<file path="config.mk">
export PLATFORM = sky130hd
export DESIGN_NAME = sdram_dpd_seq
export DESIGN_NICKNAME = d
export VERILOG_FILES = /design/src/rtl/sdram_dpd_pkg.sv /design/src/rtl/dpd_dwell_cnt.sv /design/src/rtl/dpd_fsm.sv /design/src/rtl/dpd_pin_enc.sv /design/src/rtl/sdram_dpd_seq.sv
export SDC_FILE = /design/constraint.sdc
export NUM_CORES = 1
export LEC_CHECK = 0
export BUFFER_PORTS_ARGS = -buffer_cell sky130_fd_sc_hd__buf_2
export CAP_MARGIN = 20
export CORE_AREA = 4 4 41 43
export CTS_BUF_LIST = sky130_fd_sc_hd__clkbuf_4 sky130_fd_sc_hd__clkbuf_8
export CTS_CLUSTER_SIZE = 25
export DETAILED_ROUTE_END_ITERATION = 6
export DIE_AREA = 0 0 45 47
export SYNTH_ARGS = -nofsm -noshare
export SYNTH_HDL_FRONTEND = slang
export SYNTH_SLANG_ARGS = --single-unit
</file>
<file path="constraint.sdc">
create_clock -name clk -period 1.7 [get_ports clk]
set_clock_uncertainty 0.2 [all_clocks]
set_input_delay 0.085 -clock clk [delete_from_list [all_inputs] [get_ports clk]]
set_output_delay 0.085 -clock clk [all_outputs]
set_load 0.01 [all_outputs]
</file>
<file path="src/rtl/sdram_dpd_pkg.sv">
package sdram_dpd_pkg;

  typedef enum logic [2:0] {
    ST_IDLE_READY = 3'd0,
    ST_ENTER      = 3'd1,
    ST_DPD        = 3'd2,
    ST_EXIT       = 3'd3,
    ST_WAIT_INIT  = 3'd4
  } dpd_state_e;

  typedef struct packed {
    logic cke;
    logic cs_n;
    logic ras_n;
    logic cas_n;
    logic we_n;
  } sdram_pins_t;

  localparam sdram_pins_t PINS_NOP_ON  = '{cke: 1'b1, cs_n: 1'b0, ras_n: 1'b1, cas_n: 1'b1, we_n: 1'b1};
  localparam sdram_pins_t PINS_NOP_OFF = '{cke: 1'b0, cs_n: 1'b0, ras_n: 1'b1, cas_n: 1'b1, we_n: 1'b1};
  localparam sdram_pins_t PINS_PD_CMD  = '{cke: 1'b0, cs_n: 1'b0, ras_n: 1'b1, cas_n: 1'b1, we_n: 1'b0};

  // Pin pattern presented while the sequencer sits in a given state.
  function automatic sdram_pins_t pins_for(dpd_state_e s);
    case (s)
      ST_ENTER: return PINS_PD_CMD;
      ST_DPD:   return PINS_NOP_OFF;
      default:  return PINS_NOP_ON;
    endcase
  endfunction

  // Saturating step of the dwell counter.
  function automatic int unsigned dwell_step(int unsigned cur, int unsigned limit);
    return (cur >= limit) ? limit : cur + 1;
  endfunction

endpackage

</file>
<file path="src/rtl/dpd_dwell_cnt.sv">
module dpd_dwell_cnt #(
  parameter int unsigned MIN_DPD_CYCLES = 1
) (
  input  logic clk,
  input  logic rst_n,
  input  logic load,
  input  logic run,
  output logic dwell_met
);
  import sdram_dpd_pkg::*;

  localparam int unsigned LIMIT = (MIN_DPD_CYCLES < 1) ? 1 : MIN_DPD_CYCLES;
  localparam int CNT_W = $clog2(LIMIT + 1) + 1;

  logic [CNT_W-1:0] cnt_q;

  always_ff @(posedge clk) begin
    if (!rst_n) begin
      cnt_q <= '0;
    end else if (load) begin
      cnt_q <= CNT_W'(1);
    end else if (run) begin
      cnt_q <= CNT_W'(dwell_step(int'(cnt_q), LIMIT));
    end
  end

  assign dwell_met = (cnt_q >= CNT_W'(LIMIT));
endmodule

</file>
<file path="src/rtl/dpd_fsm.sv">
module dpd_fsm (
  input  logic                      clk,
  input  logic                      rst_n,
  input  logic                      enter_req,
  input  logic                      exit_req,
  input  logic                      banks_idle,
  input  logic                      init_done,
  input  logic                      dwell_met,
  output sdram_dpd_pkg::dpd_state_e state
);
  import sdram_dpd_pkg::*;

  dpd_state_e st_q, st_d;
  logic enter_pend_q, enter_pend_d;
  logic exit_pend_q, exit_pend_d;
  logic enter_any, exit_any;

  assign enter_any = enter_pend_q | enter_req;
  assign exit_any  = exit_pend_q | exit_req;

  always_comb begin
    st_d         = st_q;
    enter_pend_d = enter_any;
    exit_pend_d  = 1'b0;
    case (st_q)
      ST_IDLE_READY: begin
        if (enter_any && banks_idle) begin
          st_d         = ST_ENTER;
          enter_pend_d = 1'b0;
        end
      end
      ST_ENTER: st_d = ST_DPD;
      ST_DPD: begin
        if (exit_any && dwell_met) begin
          st_d = ST_EXIT;
        end else begin
          exit_pend_d = exit_any;
        end
      end
      ST_EXIT: st_d = ST_WAIT_INIT;
      ST_WAIT_INIT: begin
        if (init_done) st_d = ST_IDLE_READY;
      end
      default: st_d = ST_IDLE_READY;
    endcase
  end

  always_ff @(posedge clk) begin
    if (!rst_n) begin
      st_q         <= ST_IDLE_READY;
      enter_pend_q <= 1'b0;
      exit_pend_q  <= 1'b0;
    end else begin
      st_q         <= st_d;
      enter_pend_q <= enter_pend_d;
      exit_pend_q  <= exit_pend_d;
    end
  end

  assign state = st_q;
endmodule

</file>
<file path="src/rtl/dpd_pin_enc.sv">
module dpd_pin_enc (
  input  sdram_dpd_pkg::dpd_state_e state,
  output logic                      cke,
  output logic                      cs_n,
  output logic                      ras_n,
  output logic                      cas_n,
  output logic                      we_n,
  output logic                      init_req,
  output logic                      busy
);
  import sdram_dpd_pkg::*;

  sdram_pins_t pins;

  always_comb pins = pins_for(state);

  assign cke      = pins.cke;
  assign cs_n     = pins.cs_n;
  assign ras_n    = pins.ras_n;
  assign cas_n    = pins.cas_n;
  assign we_n     = pins.we_n;
  assign init_req = (state == ST_EXIT) || (state == ST_WAIT_INIT);
  assign busy     = (state != ST_IDLE_READY);
endmodule

</file>
<file path="src/rtl/sdram_dpd_seq.sv">
module sdram_dpd_seq #(
  parameter int unsigned MIN_DPD_CYCLES = 1
) (
  input  logic clk,
  input  logic rst_n,
  input  logic enter_req,
  input  logic exit_req,
  input  logic banks_idle,
  input  logic init_done,
  output logic cke,
  output logic cs_n,
  output logic ras_n,
  output logic cas_n,
  output logic we_n,
  output logic init_req,
  output logic busy
);
  import sdram_dpd_pkg::*;

  dpd_state_e state;
  logic dwell_met;

  // Named internal events for the checker.
  logic entry_edge;
  logic exit_edge;
  logic dpd_active;

  assign entry_edge = (state == ST_ENTER);
  assign exit_edge  = (state == ST_EXIT);
  assign dpd_active = (state == ST_DPD);

  dpd_fsm u_fsm (
    .clk        (clk),
    .rst_n      (rst_n),
    .enter_req  (enter_req),
    .exit_req   (exit_req),
    .banks_idle (banks_idle),
    .init_done  (init_done),
    .dwell_met  (dwell_met),
    .state      (state)
  );

  dpd_dwell_cnt #(.MIN_DPD_CYCLES(MIN_DPD_CYCLES)) u_dwell (
    .clk       (clk),
    .rst_n     (rst_n),
    .load      (entry_edge),
    .run       (dpd_active),
    .dwell_met (dwell_met)
  );

  dpd_pin_enc u_enc (
    .state    (state),
    .cke      (cke),
    .cs_n     (cs_n),
    .ras_n    (ras_n),
    .cas_n    (cas_n),
    .we_n     (we_n),
    .init_req (init_req),
    .busy     (busy)
  );
endmodule

</file>
* Word level (Yosys, flattened, before mapping)
Index checks and enable logic that the tools add are counted.
Storage, ports and cells: register bits 7, input bits 6
Cells by class: $add $sub $neg 1, equality and inequality tests 7, reduce and logical (&&, ||, !) cells 9, mux-type cells 10, $lt $le $gt $ge 2, bitwise operators 4
Operator list (number):
- $pmux 3 s5 | 1
- $pmux 5 s2 | 1
- $mux 3 | 3
- $eq 3x2->1 const B | 2
- $ge 2x1->1 const B | 2
- $mux 1 | 4
- $ne 2x1->1 const B | 2
- $eq 3x1->1 const B | 1
- $eq 3x3->1 const B | 1
- $logic_not 3->1 | 1
- $reduce_and 3->1 | 1
- $reduce_bool 3->1 | 1
- $reduce_or 3->1 | 1
- $add 2x1->2 const B | 1
- $logic_and 1x1->1 | 2
- $mux 2 | 1
- $ne 2x2->1 const B | 1
- $not 1->1 | 2
- $or 1x1->1 | 2
- $reduce_bool 2->1 | 1
- $reduce_or 2->1 | 1
- $logic_or 1x1->1 | 1

* Longest topological paths before layout
depth after elaboration 4, mapped depth 4, mapped depth without buffers 4

* By module
Synthesis repeated with hierarchy kept, for this count alone.
Unflattened totals: cells, all modules 48, area total of the unflattened synthesis 395.4 µm²
By module, submodules not included:
- dpd_fsm | instances 1, seq. area each 100.1 µm², cells an instance 21, area each 195.2 µm²
- dpd_dwell_cnt | instances 1, seq. area each 40.0 µm², cells an instance 12, area each 110.1 µm²
- dpd_pin_enc | instances 1, seq. area each 0.0 µm², cells an instance 13, area each 75.1 µm²
- sdram_dpd_seq | instances 1, seq. area each 0.0 µm², cells an instance 2, area each 15.0 µm²

* Worst setup path after synthesis
Ideal clock, no wire load.
path type reg2reg, start register u_fsm.st_q[0], in the netlist u_fsm.state[0], end register u_fsm.enter_pend_q, stages on the path, launching flop included 4, library setup time 119 ps, buffers on the path 1, slack 373 ps, arrival time 1008 ps, clock period less this slack 1327 ps, cells stage by stage dfxtp_1 -> buf_6 -> or3_4 -> o221a_1
Between the ends: longest elaborated chain between the ends 2
Ends and longest elaborated chain:
- start, declared | RTL line dpd_fsm.sv:13 | dpd_state_e st_q, st_d;
- start signal, assigned | RTL line dpd_fsm.sv:54 | st_q <= st_d;
- $logic_not 3->1 | RTL line dpd_fsm.sv:25 | case (st_q)
- $mux 1 | RTL line dpd_fsm.sv:25
- end signal, assigned | RTL line dpd_fsm.sv:55 | enter_pend_q <= enter_pend_d;
- end, declared | RTL line dpd_fsm.sv:14 | logic enter_pend_q, enter_pend_d;
No other way between the ends. A chain may end at the register's enable or synchronous reset.

* Final worst setup path
start register u_fsm.st_q[1], in the netlist u_fsm.state[1], end output port init_req
Between the ends: longest elaborated chain between the ends 2
Ends and longest elaborated chain:
- $eq 3x2->1 / $eq 3x3->1 (equally long branches) | RTL line dpd_pin_enc.sv:22 | assign init_req = (state == ST_EXIT) || (state == ST_WAIT_INIT);
- $logic_or 1x1->1 (*) | RTL line dpd_pin_enc.sv:22
- end, declared | RTL line sdram_dpd_seq.sv:15 | output logic init_req,
Mark *: on every way between the ends. The rest lies on a longest branch, timed or not.

==> metrics.md <==
| Metric | Value |
|---|---|
| Mapped Cells | `47` |
| Worst r2r dst | `u_fsm.enter_pend_q$_SDFF_PN0_` |
| Cell mode on critical path | `nand2_1` |
| Cell count of the worst reg-to-reg path | `2` |
| Number of global-route vias before repair | `about 320` |
| IO buf count | `9` |
| Share of flip-flops with an asynchronous set or reset | `0%` |
| Leak | `between 0.2 and 0.25 nW` |
| Top-Level Pins | `13` |
| Min-Delay Startpoint | `banks_idle` |
| Cells after DPL | `67` |
| Die X | `45 um` |
| Final worst slack | `0.200 ns` |
| Top cells by area, synth | `dfxtp_1, buf_4, buf_6` |
| Hold depth | `3` |
| # diodes | `0` |
| Initial DRC count | `1` |
| Clk sink count | `7` |
| Die ar. | `approximately 2100 um2` |
| Placer Congestion | `0.769` |
| Hold Path End | `u_fsm.enter_pend_q$_SDFF_PN0_` |
| Synth cell count leaders | `dfxtp_1, inv_1, nand2_1, nor2_1, buf_4` |
| Htree depth | `1` |
| CTS root buffer | `clkbuf_4` |
| Clock slew at reported path FFs | `around 0.050 ns` |
| Post-route insts no fill | `75` |
| Max Slew Vio Count | `0` |
| Routed len/inst | `10.0 um` |
| Most frequent cell after synthesis | `dfxtp_1` |
| Final count of hold timing violations | `0` |
| CP bufs+invs | `1` |
| Core area | `1300 um2` |
| Tot Pwr | `~0.43 mW` |
| Critical path endpoint category | `output port` |
| Setup TNS | `0 ns` |
| Post-synth top area cell | `dfxtp_1` |
| Share of cells above drive strength 1 | `26.7%` |
| Synth cell types | `23` |
| Setup crit start kind | `register` |
| Total iterations of the first detailed-routing run | `3` |
| Worst-path fanout max | `11` |
| Routed Antenna Nets | `0` |
| RSZ-0062 raised after global routing | `false` |
| Worst Path Arrival | `1.22 ns` |
| CP top delay family | `flip-flops` |
| Final period utilization | `between 80% and 90%` |
| Outcome | `completed` |
| Yosys warns | `0` |
| Hold Crit Class | `in -> reg` |
| Synth-to-layout area growth | `23.8%` |
| Max incr delay on CP | `approximately 0.42 ns` |
| Initial core utilization | `30.3%` |
| Number of flops mapped to enable cells by yosys | `0` |
| Endpoints failing setup | `0` |
| Avg Synthesized Cell Area | `8.39 um2` |
| Synthesized area | `394 um2` |
| Max Freq | `667 MHz` |
| DP Worst Slack | `approximately 0.27 ns` |
| Top-area cell type share of the netlist area | `35.6%` |
| TritonCTS clock tree | `yes` |
| Fill count | `roughly 140` |
| Crit path kind | `reg -> out` |
| Pin count of the biggest net entering global routing | `12` |
| Final wirelength | `751 um` |
| CTS Buf Count | `3` |
| Avg Vias per Cell | `4.59` |
| Sequential share of the synthesized area | `35.6%` |
| DRC | `0` |
| Worst path slowest cell | `dfxtp_2` |
| Cell Rows | `13` |
| Main flop type after synthesis | `dfxtp_1` |
| R2r setup slk | `0.36 ns` |
| CTS max path bufs | `2` |
| GRT overflow | `0` |
| Overall routing resource usage | `8.33%` |
| P per Cell Area | `887 nW/um2` |
| Max VDD drop | `about 0.37 mV` |
| DP HPWL | `565 um` |
| Initial antenna violation count | `0` |
| Die H | `47 um` |
| Global-route wire length before repair | `1300 um` |
| Crit path time final | `1.50 ns` |
| Number of setup buffers added after CTS | `0` |
| Worst Path Required | `1.41 ns` |
| R2r startpoint | `u_fsm.state[0]$_SDFFE_PN0P_` |
| Nets@finish | `68` |
| Number of max-cap violations | `0` |
| Vias | `344` |
| Clock Latency Late Sink | `0.25 ns` |
| Post-synthesis register bit count | `7` |
| CP cell instances | `nor2b_1 > nand2_1 > nand2_1 > buf_2` |
==> power by group <==
group	switching, mW	internal [mW]	total, mW
Clock	0.0601	0.105	0.166
Combinational	0.0375	0.0411	0.0786
Sequential	0.0142	0.175	0.189
==> state kept, by name, summed over array words and instances (netlist names) <==
| name | flops |
|---|---|
| u_fsm.exit_pend_q | 1 |
| u_dwell.cnt_q | 2 |
| u_fsm.state | 3 |
| u_fsm.enter_pend_q | 1 |
==> how the worst max path moves through the flow <==
stage | start | endpoint | slack, ns | cells past startpoint
after detailed placement | u_fsm.state[1]$_SDFFE_PN0P_ | u_dwell.cnt_q[0]$_SDFFE_PN0N_ | 0.27 | 3
after global routing | u_fsm.state[1]$_SDFFE_PN0P_ | init_req | 0.1 | 4
after CTS | u_fsm.state[1]$_SDFFE_PN0P_ | init_req | 0.08 | 4
final | u_fsm.state[1]$_SDFFE_PN0P_ | init_req | 0.20 | 4
after global placement | u_fsm.state[1]$_SDFFE_PN0P_ | u_dwell.cnt_q[0]$_SDFFE_PN0N_ | 0.32 | 3
after floorplan | u_fsm.state[0]$_SDFFE_PN0P_ | u_fsm.enter_pend_q$_SDFF_PN0_ | 0.37 | 3
==> worst min-delay path: stages <==
cell	delay, ns
buf_2	0.10
inv_1	0.06
o221a_1	0.18
==> logic make-up (layout without fill, tap and decap cells) <==
kind of cell	after synthesis	count (layout)	synth area share (%)
buffers and inverters	10	22	16.2
AND/OR/NAND/NOR	16	16	20.3
flip-flops	7	7	35.6
XOR/XNOR	1	1	2.22
adder cells (fa/ha/maj)	1	1	3.17
AO/OA/AOI/OAI	10	10	20.6
other	2	3	1.91
==> placed cells by master (no fill, tap or decap), drive strengths merged <==
cell         n
buf          9
conb         3
or3          1
clkbuf       4
nand2        5
a21oi        2
o21ai        1
a32oi        1
inv          5
and2         1
o32ai        2
xor2         1
nor3         1
ha           1
nand3b       1
nand2b       1
dlygate4sd3  4
nor2         5
o221a        2
nor2b        1
a31oi        1
dfxtp        7
o2111a       1
==> timing repair <==
item,CTS,global route
endpoints found under the hold margin,6,0
gates resized for setup,0,1
setup endpoints to repair,0,1
hold buffers,4,0
==> cell type report <==
type                       count  area [um2]  area share [%]
clock buffer                   4        30.0            6.15
inverter                       5        18.8            3.85
multi-input combinational     31         194            39.7
sequential                     7         141            29.0
tap                           15        18.8            3.85
timing repair buffer          13        85.1            17.4
==> metal layers <==
| metal | track usage (%) | up-vias | share of wire, % |
|---|---|---|---|
| met5 | 0 | - | 0 |
| met4 | 3.51 | 0 | 1.2 |
| met3 | 3.07 | 2 | 10 |
| met2 | 11.3 | 13 | 40 |
| met1 | 11.7 | 151 | 48 |
| li1 | - | 178 | - |
==> metrics by stage <==
stage	utilization [%]	cell area (um2)	hold WS (ns)
final	37.5	488	0.00908
after global routing	37.5	488	0.0359
after CTS	37.4	487	0.0126
after detailed placement	32.0	417	0.166
after global placement	32.0	417	0.156
after floorplan	-	398	0.0269
(Power assumes the default switching activity.)
